==> src/rtl/i2c_regslave_pkg.sv <==
package i2c_regslave_pkg;

    // Register bank geometry
    localparam int REG_W     = 8;
    localparam int PTR_W     = 8;
    localparam int REG_COUNT = 1 << PTR_W;

    // Device address: the strap replaces bit 0
    localparam logic [6:0] DEV_ADDR_BASE = 7'h20;

    // Bits per transferred byte (before the acknowledge slot)
    localparam int BYTE_BITS = 8;
    localparam int CNT_W     = $clog2(BYTE_BITS + 1);

    typedef enum logic [3:0] {
        ST_IDLE,
        ST_ADDR,
        ST_ADDR_ACK,
        ST_SUB,
        ST_SUB_ACK,
        ST_WDATA,
        ST_WDATA_ACK,
        ST_RDATA,
        ST_RDATA_ACK,
        ST_IGNORE
    } slv_state_t;

    // Conditioned bus view after synchronization
    typedef struct packed {
        logic scl;
        logic sda;
        logic scl_rise;
        logic scl_fall;
        logic start;
        logic stop;
    } bus_evt_t;

    // Register bank write request
    typedef struct packed {
        logic             we;
        logic [PTR_W-1:0] addr;
        logic [REG_W-1:0] data;
    } reg_wr_t;

    function automatic logic addr_match(input logic [7:0] rx, input logic strap);
        return rx[7:1] == {DEV_ADDR_BASE[6:1], strap};
    endfunction

    function automatic logic is_rx_state(input slv_state_t s);
        return (s == ST_ADDR) || (s == ST_SUB) || (s == ST_WDATA);
    endfunction

endpackage

==> src/rtl/i2c_line_sync.sv <==
module i2c_line_sync
    import i2c_regslave_pkg::*;
#(
    parameter int STAGES = 2
) (
    input  logic     clk,
    input  logic     rst,
    input  logic     scl_in,
    input  logic     sda_in,
    output bus_evt_t evt
);

    localparam int LAST = STAGES - 1;

    logic [STAGES-1:0] scl_pipe;
    logic [STAGES-1:0] sda_pipe;
    logic              scl_prev;
    logic              sda_prev;

    generate
        if (STAGES == 1) begin : g_single
            always_ff @(posedge clk) begin
                if (rst) begin
                    scl_pipe <= '1;
                    sda_pipe <= '1;
                end else begin
                    scl_pipe[0] <= scl_in;
                    sda_pipe[0] <= sda_in;
                end
            end
        end else begin : g_chain
            always_ff @(posedge clk) begin
                if (rst) begin
                    scl_pipe <= '1;
                    sda_pipe <= '1;
                end else begin
                    scl_pipe <= {scl_pipe[STAGES-2:0], scl_in};
                    sda_pipe <= {sda_pipe[STAGES-2:0], sda_in};
                end
            end
        end
    endgenerate

    always_ff @(posedge clk) begin
        if (rst) begin
            scl_prev <= 1'b1;
            sda_prev <= 1'b1;
        end else begin
            scl_prev <= scl_pipe[LAST];
            sda_prev <= sda_pipe[LAST];
        end
    end

    always_comb begin
        evt.scl      = scl_pipe[LAST];
        evt.sda      = sda_pipe[LAST];
        evt.scl_rise = scl_pipe[LAST] & ~scl_prev;
        evt.scl_fall = ~scl_pipe[LAST] & scl_prev;
        // Data edges while the clock stays high mark the frame boundaries
        evt.start    = scl_pipe[LAST] & scl_prev & sda_prev & ~sda_pipe[LAST];
        evt.stop     = scl_pipe[LAST] & scl_prev & ~sda_prev & sda_pipe[LAST];
    end

endmodule

==> src/rtl/i2c_slave_fsm.sv <==
module i2c_slave_fsm
    import i2c_regslave_pkg::*;
(
    input  logic             clk,
    input  logic             rst,
    input  bus_evt_t         evt,
    input  logic             addr_sel,
    input  logic [REG_W-1:0] rd_data,
    output logic [PTR_W-1:0] ptr,
    output reg_wr_t          wr,
    output logic             sda_oe,
    output slv_state_t       state
);

    localparam logic [CNT_W-1:0] FULL     = CNT_W'(BYTE_BITS);
    localparam logic [CNT_W-1:0] LAST_OUT = CNT_W'(BYTE_BITS - 1);

    logic [CNT_W-1:0] bit_cnt;
    logic [7:0]       shreg;
    logic             rw_bit;
    logic             mst_ack;
    logic             byte_end;

    assign byte_end = evt.scl_fall && (bit_cnt == FULL);

    // Bus write request: a full data byte has ended
    always_comb begin
        wr.we   = (state == ST_WDATA) && byte_end;
        wr.addr = ptr;
        wr.data = shreg;
    end

    always_ff @(posedge clk) begin
        if (rst) begin
            state   <= ST_IDLE;
            bit_cnt <= '0;
            shreg   <= '0;
            rw_bit  <= 1'b0;
            mst_ack <= 1'b0;
            sda_oe  <= 1'b0;
            ptr     <= '0;
        end else if (evt.start) begin
            state   <= ST_ADDR;
            bit_cnt <= '0;
            sda_oe  <= 1'b0;
        end else if (evt.stop) begin
            state   <= ST_IDLE;
            bit_cnt <= '0;
            sda_oe  <= 1'b0;
        end else begin
            unique case (state)
                ST_ADDR, ST_SUB, ST_WDATA: begin
                    if (evt.scl_rise && (bit_cnt != FULL)) begin
                        shreg   <= {shreg[6:0], evt.sda};
                        bit_cnt <= bit_cnt + 1'b1;
                    end else if (byte_end) begin
                        bit_cnt <= '0;
                        if (state == ST_ADDR) begin
                            if (addr_match(shreg, addr_sel)) begin
                                rw_bit <= shreg[0];
                                sda_oe <= 1'b1;
                                state  <= ST_ADDR_ACK;
                            end else begin
                                state  <= ST_IGNORE;
                            end
                        end else if (state == ST_SUB) begin
                            ptr    <= shreg;
                            sda_oe <= 1'b1;
                            state  <= ST_SUB_ACK;
                        end else begin
                            ptr    <= ptr + 1'b1;
                            sda_oe <= 1'b1;
                            state  <= ST_WDATA_ACK;
                        end
                    end
                end
                ST_ADDR_ACK: begin
                    if (evt.scl_fall) begin
                        if (rw_bit) begin
                            shreg  <= rd_data;
                            sda_oe <= ~rd_data[7];
                            state  <= ST_RDATA;
                        end else begin
                            sda_oe <= 1'b0;
                            state  <= ST_SUB;
                        end
                    end
                end
                ST_SUB_ACK, ST_WDATA_ACK: begin
                    if (evt.scl_fall) begin
                        sda_oe <= 1'b0;
                        state  <= ST_WDATA;
                    end
                end
                ST_RDATA: begin
                    if (evt.scl_fall) begin
                        if (bit_cnt == LAST_OUT) begin
                            bit_cnt <= '0;
                            sda_oe  <= 1'b0;
                            ptr     <= ptr + 1'b1;
                            state   <= ST_RDATA_ACK;
                        end else begin
                            shreg   <= {shreg[6:0], 1'b0};
                            sda_oe  <= ~shreg[6];
                            bit_cnt <= bit_cnt + 1'b1;
                        end
                    end
                end
                ST_RDATA_ACK: begin
                    if (evt.scl_rise) begin
                        mst_ack <= ~evt.sda;
                    end else if (evt.scl_fall) begin
                        if (mst_ack) begin
                            shreg  <= rd_data;
                            sda_oe <= ~rd_data[7];
                            state  <= ST_RDATA;
                        end else begin
                            state  <= ST_IGNORE;
                        end
                    end
                end
                default: begin
                    // ST_IDLE, ST_IGNORE: wait for the next start
                end
            endcase
        end
    end

endmodule

==> src/rtl/i2c_reg_bank.sv <==
module i2c_reg_bank
    import i2c_regslave_pkg::*;
(
    input  logic             clk,
    input  logic             rst,
    input  reg_wr_t          bus_wr,
    input  logic [PTR_W-1:0] bus_raddr,
    output logic [REG_W-1:0] bus_rdata,
    input  logic             tst_we,
    input  logic [PTR_W-1:0] tst_addr,
    input  logic [REG_W-1:0] tst_wdata,
    output logic [REG_W-1:0] tst_rdata
);

    logic [REG_W-1:0] mem [REG_COUNT];

    always_ff @(posedge clk) begin
        if (rst) begin
            for (int i = 0; i < REG_COUNT; i++) begin
                mem[i] <= '0;
            end
        end else if (bus_wr.we) begin
            mem[bus_wr.addr] <= bus_wr.data;
        end else if (tst_we) begin
            mem[tst_addr] <= tst_wdata;
        end
    end

    assign bus_rdata = mem[bus_raddr];
    assign tst_rdata = mem[tst_addr];

endmodule

==> src/rtl/i2c_regslave.sv <==
module i2c_regslave
    import i2c_regslave_pkg::*;
#(
    parameter int SYNC_STAGES = 2
) (
    input  logic       clk,
    input  logic       rst,
    input  logic       scl_in,
    input  logic       sda_in,
    output logic       sda_oe,
    input  logic       addr_sel,
    input  logic       tst_we,
    input  logic [7:0] tst_addr,
    input  logic [7:0] tst_wdata,
    output logic [7:0] tst_rdata
);

    bus_evt_t         evt;
    reg_wr_t          bus_wr;
    slv_state_t       state;
    logic [PTR_W-1:0] ptr;
    logic [REG_W-1:0] rd_data;
    logic             scl_s;

    assign scl_s = evt.scl;

    i2c_line_sync #(
        .STAGES (SYNC_STAGES)
    ) u_sync (
        .clk    (clk),
        .rst    (rst),
        .scl_in (scl_in),
        .sda_in (sda_in),
        .evt    (evt)
    );

    i2c_slave_fsm u_fsm (
        .clk      (clk),
        .rst      (rst),
        .evt      (evt),
        .addr_sel (addr_sel),
        .rd_data  (rd_data),
        .ptr      (ptr),
        .wr       (bus_wr),
        .sda_oe   (sda_oe),
        .state    (state)
    );

    i2c_reg_bank u_bank (
        .clk       (clk),
        .rst       (rst),
        .bus_wr    (bus_wr),
        .bus_raddr (ptr),
        .bus_rdata (rd_data),
        .tst_we    (tst_we),
        .tst_addr  (tst_addr),
        .tst_wdata (tst_wdata),
        .tst_rdata (tst_rdata)
    );

endmodule

==> config.mk <==
export PLATFORM = sky130hd
export DESIGN_NAME = i2c_regslave
export DESIGN_NICKNAME = d
export VERILOG_FILES = /design/src/rtl/i2c_regslave_pkg.sv /design/src/rtl/i2c_line_sync.sv /design/src/rtl/i2c_slave_fsm.sv /design/src/rtl/i2c_reg_bank.sv /design/src/rtl/i2c_regslave.sv
export SDC_FILE = /design/constraint.sdc
export NUM_CORES = 2
export LEC_CHECK = 0
export BUFFER_PORTS_ARGS = -buffer_cell sky130_fd_sc_hd__buf_2
export CAP_MARGIN = 20
export CORE_MARGIN = 3
export CORE_UTILIZATION = 30
export CTS_CLUSTER_DIAMETER = 150
export DETAILED_ROUTE_END_ITERATION = 8
export GPL_TIMING_DRIVEN = 0
export PLACE_DENSITY = 0.5
export SYNTH_ARGS = -nofsm -noshare
export SYNTH_HDL_FRONTEND = slang
export SYNTH_SLANG_ARGS = --single-unit
==> constraint.sdc <==
create_clock -name clk -period 3.55 [get_ports clk]
set_clock_uncertainty 0.1 [all_clocks]
set_input_delay 0.1775 -clock clk [delete_from_list [all_inputs] [get_ports clk]]
set_output_delay 0.1775 -clock clk [all_outputs]
set_load 0.02 [all_outputs]
==> results.ini <==
[critical_path]
reg2reg_slack_ps = -220
crit_family = buffers and inverters
startpoint_type = primary input
crit_path_end_kind = output port
required_ps = 3270
critPathSlowestCell = a22oi_2
crit_chain = clkbuf_2, buf_8, clkbuf_4, buf_4, mux4_2, mux4_2, a22oi_2, nand2_1, a22oi_2, o221ai_4, buf_6
timing.rr.start = u_fsm.bit_cnt[0]
r2r_end = u_bank.mem[18][0]
slowest_delay_ps = 750
crit_type = primary input to output port
path_buf_inv = 5
r2r_cells = 18
cp_num_cells = 11
crit_arrival_ps = 4460
crit_fanout = 10

[die]
rows = 219
io_pins = 31
die_width_um = 605
die_h_um = 605
start_util_pct = 30.2
die-area_um2 = 366000
coreArea_um2 = 357000

[route]
m1WireLength_um = 200000
remaining_drc_errors = 0
num_vias = 84400
antenna_left = 0
top_layer = met5
drt-total-wl_um = 593000
wl_met3_um = 91300
routed_via_density = 6.39
met2WireLength_um = 246000
wl_per_cell_um = 44.9
drt_iter0_drc = 15800
dr.pass1.iters = 8

[synthesis]
synthFlopType = edfxtp_1
ys_top_cells_by_count = 2114 x nor2_1, 2048 x edfxtp_1, 1194 x mux4_2, 453 x clkbuf_1, 329 x nand2_1
yosys.area.top_type = edfxtp_1
syn_avg_cell_area_um2 = 14.7
ys_types = 72
ys_warn_count = 0
syn_area_um2 = 108000
synth_top_area_share_pct = 57.1
syn_nets = 7379
yosysSeqAreaShare_pct = 57.8
synth_seq_cells = 2089
synth.most_common_cell = nor2_1
synth.area.top_cells = edfxtp_1 57%, mux4_2 25%, nor2_1 7.4%
synth_enable_flop_cells = 2048
synthCells = 7354
async_flop_share_pct = 0

[place]
dpl.hpwl_um = 438000
port_buffers = 27
gp_congestion = 1.06
preCtsSetupSlack_ps = -2620
dpl.cell_count = 12400

[sta]
rsz0062_at_grt = true
setup_viol = 509
maxSlewViolCount = 11
slew_headroom_pct = -4.34
final_hold_viol_count = 0
worst-slew-pin-transition_ps = 1570
fin_crit_ps = 4740
timing.fmax_ghz = 0.211
fin_ws_ps = -1190
finalHoldWorstSlack_ps = 89.5
fin_crit_sh_pct = 134

[worst_hold_path]
whs_endpoint = u_bank.mem[235][0]
hold_path.class = primary input to register
min_from = tst_addr[6]
whs_path_depth = 5

[cts]
cts_root_buf = clkbuf_16
clk_latency_ps = 980
clkTransAtPathRegs_ps = 60
cts.sinks = 2089
cts_buffers = 235
cts.htree.levels = 4
clockBufferDepth = 4
tritoncts = built

[power_and_ir_drop]
powerDensity_nw_per_um2 = 437
power_mw = 59.2
vdd_drop_max_mv = 0.455
leakage_nw = 43.7

[grt]
antenna_found_initial = 44
overflow = 0
grt_pass1_vias = 79400
grt_max_degree = 18
grtUsageTotal_pct = 31.6
grt_pass1_wl_um = 760000

[finish]
syn_to_final_growth_pct = 25.8
fin_nets = 8261
fillers = 33400
drive_gt1_share_pct = 39.5
final_cells = 13200

[outcome]
violations = capacitance limit, slew limit, setup timing
outcome = complete, but fails checks

[run]
maxCapViolCount = 1

## worst max-delay path by stage
stage	from	end	slack, ps
floorplan	u_fsm.bit_cnt[0]	u_bank.mem[70][0]	20
global placement	tst_addr[0]	u_bank.mem[21][5]	-5090
detailed placement	tst_addr[1]	tst_rdata[3]	-2620
CTS	u_bank.mem[8][5]	tst_rdata[5]	-900
global route	u_bank.mem[8][5]	tst_rdata[5]	-1000
finish	tst_addr[1]	tst_rdata[5]	-1190
## area by class of cell
| cell class | instances | area [um2] | share of cell area (%) |
|---|---|---|---|
| sequential | 2089 | 62300 | 46.0 |
| multi-input combinational | 4514 | 46100 | 34.0 |
| timing repair buffer | 660 | 7750 | 5.72 |
| clock buffer | 277 | 6060 | 4.47 |
| tap | 4751 | 5940 | 4.39 |
| buffer | 721 | 5740 | 4.24 |
| clock inverter | 150 | 1460 | 1.08 |
| antenna | 30 | 75.1 | 0.0554 |
| inverter | 15 | 61.3 | 0.0452 |
## cell usage in the layout, fill, tap and decap left out, drive strengths merged, types with 14 or more instances in the layout
cell type,count
nor2b,32
a31oi,21
o221ai,24
o211ai,23
bufinv,21
clkbuf,700
o21ai,226
a221oi,25
nor2,2119
a22oi,72
nand3,50
diode,30
buf,940
a21oi,28
a211oi,34
clkinv,112
nand2b,17
nor3,16
o22ai,14
mux4,1194
edfxtp,2048
dlygate4sd3,14
clkinvlp,15
nand2,336
dfxtp,41
a22o,30
and2,18
inv,17
mux2i,109
## timing repair
| action | in CTS | in global routing |
|---|---|---|
| setup endpoints to repair | 4113 | 3116 |
| cloned | 3 | 4 |
| hold endpoints to repair | 65 | 0 |
| gates resized for setup | 1360 | 598 |
| buffers inserted | 210 | 92 |
| hold buffers | 14 | 0 |
| pin swaps | 111 | 72 |
## cell families (layout without fill, tap and decap cells)
logic type | count (synthesis) | in the layout | synth area share, %
mux | 1314 | 1314 | 26.1
flops | 2089 | 2089 | 57.8
compound gates | 547 | 547 | 3.38
other cells | 0 | 30 | 0
simple gates | 2645 | 2646 | 9.66
buf+inv | 752 | 1823 | 2.96
xor+xnor | 4 | 4 | 0.0325
fa+ha+maj | 3 | 3 | 0.0348
## flip-flops by register name (all words and copies together), names as in the netlist, 2 cells and up, named ones only
name             flops
u_bank.mem        2048
u_fsm.state          4
u_sync.sda_pipe      2
u_fsm.shreg          8
u_fsm.bit_cnt        4
u_fsm.ptr            8
u_sync.scl_pipe      2
## metal layers
metal / track usage [%] / vias to the layer above
met5: 0.614 / -
met4: 23.0 / 36
met3: 14.0 / 1907
met2: 45.0 / 7758
met1: 37.7 / 44300
li1: - / 30400
## report_power, final
| group | internal [mW] | total (mW) | switching (mW) |
|---|---|---|---|
| clock network | 13.7 | 24.8 | 11.1 |
| registers | 27.8 | 28.3 | 0.432 |
| logic | 2.28 | 6.09 | 3.80 |
## metrics by stage
step                setup TNS [ps]  area [um2]  util (%)
floorplan                        0      108000         -
global placement                 -      114000      31.9
detailed placement        -4898600      118000      33.0
CTS                         -66550      133000      37.2
global route                -15120      135000      38.0
finish                      -28650      136000      38.0
## worst min-delay path: stages
cell     delay, ps
buf_2          180
nand3_1        140
o21ai_2        130
nand2_2        220
o21ai_4        120
No activity file was read; power rests on OpenSTA's default activity.
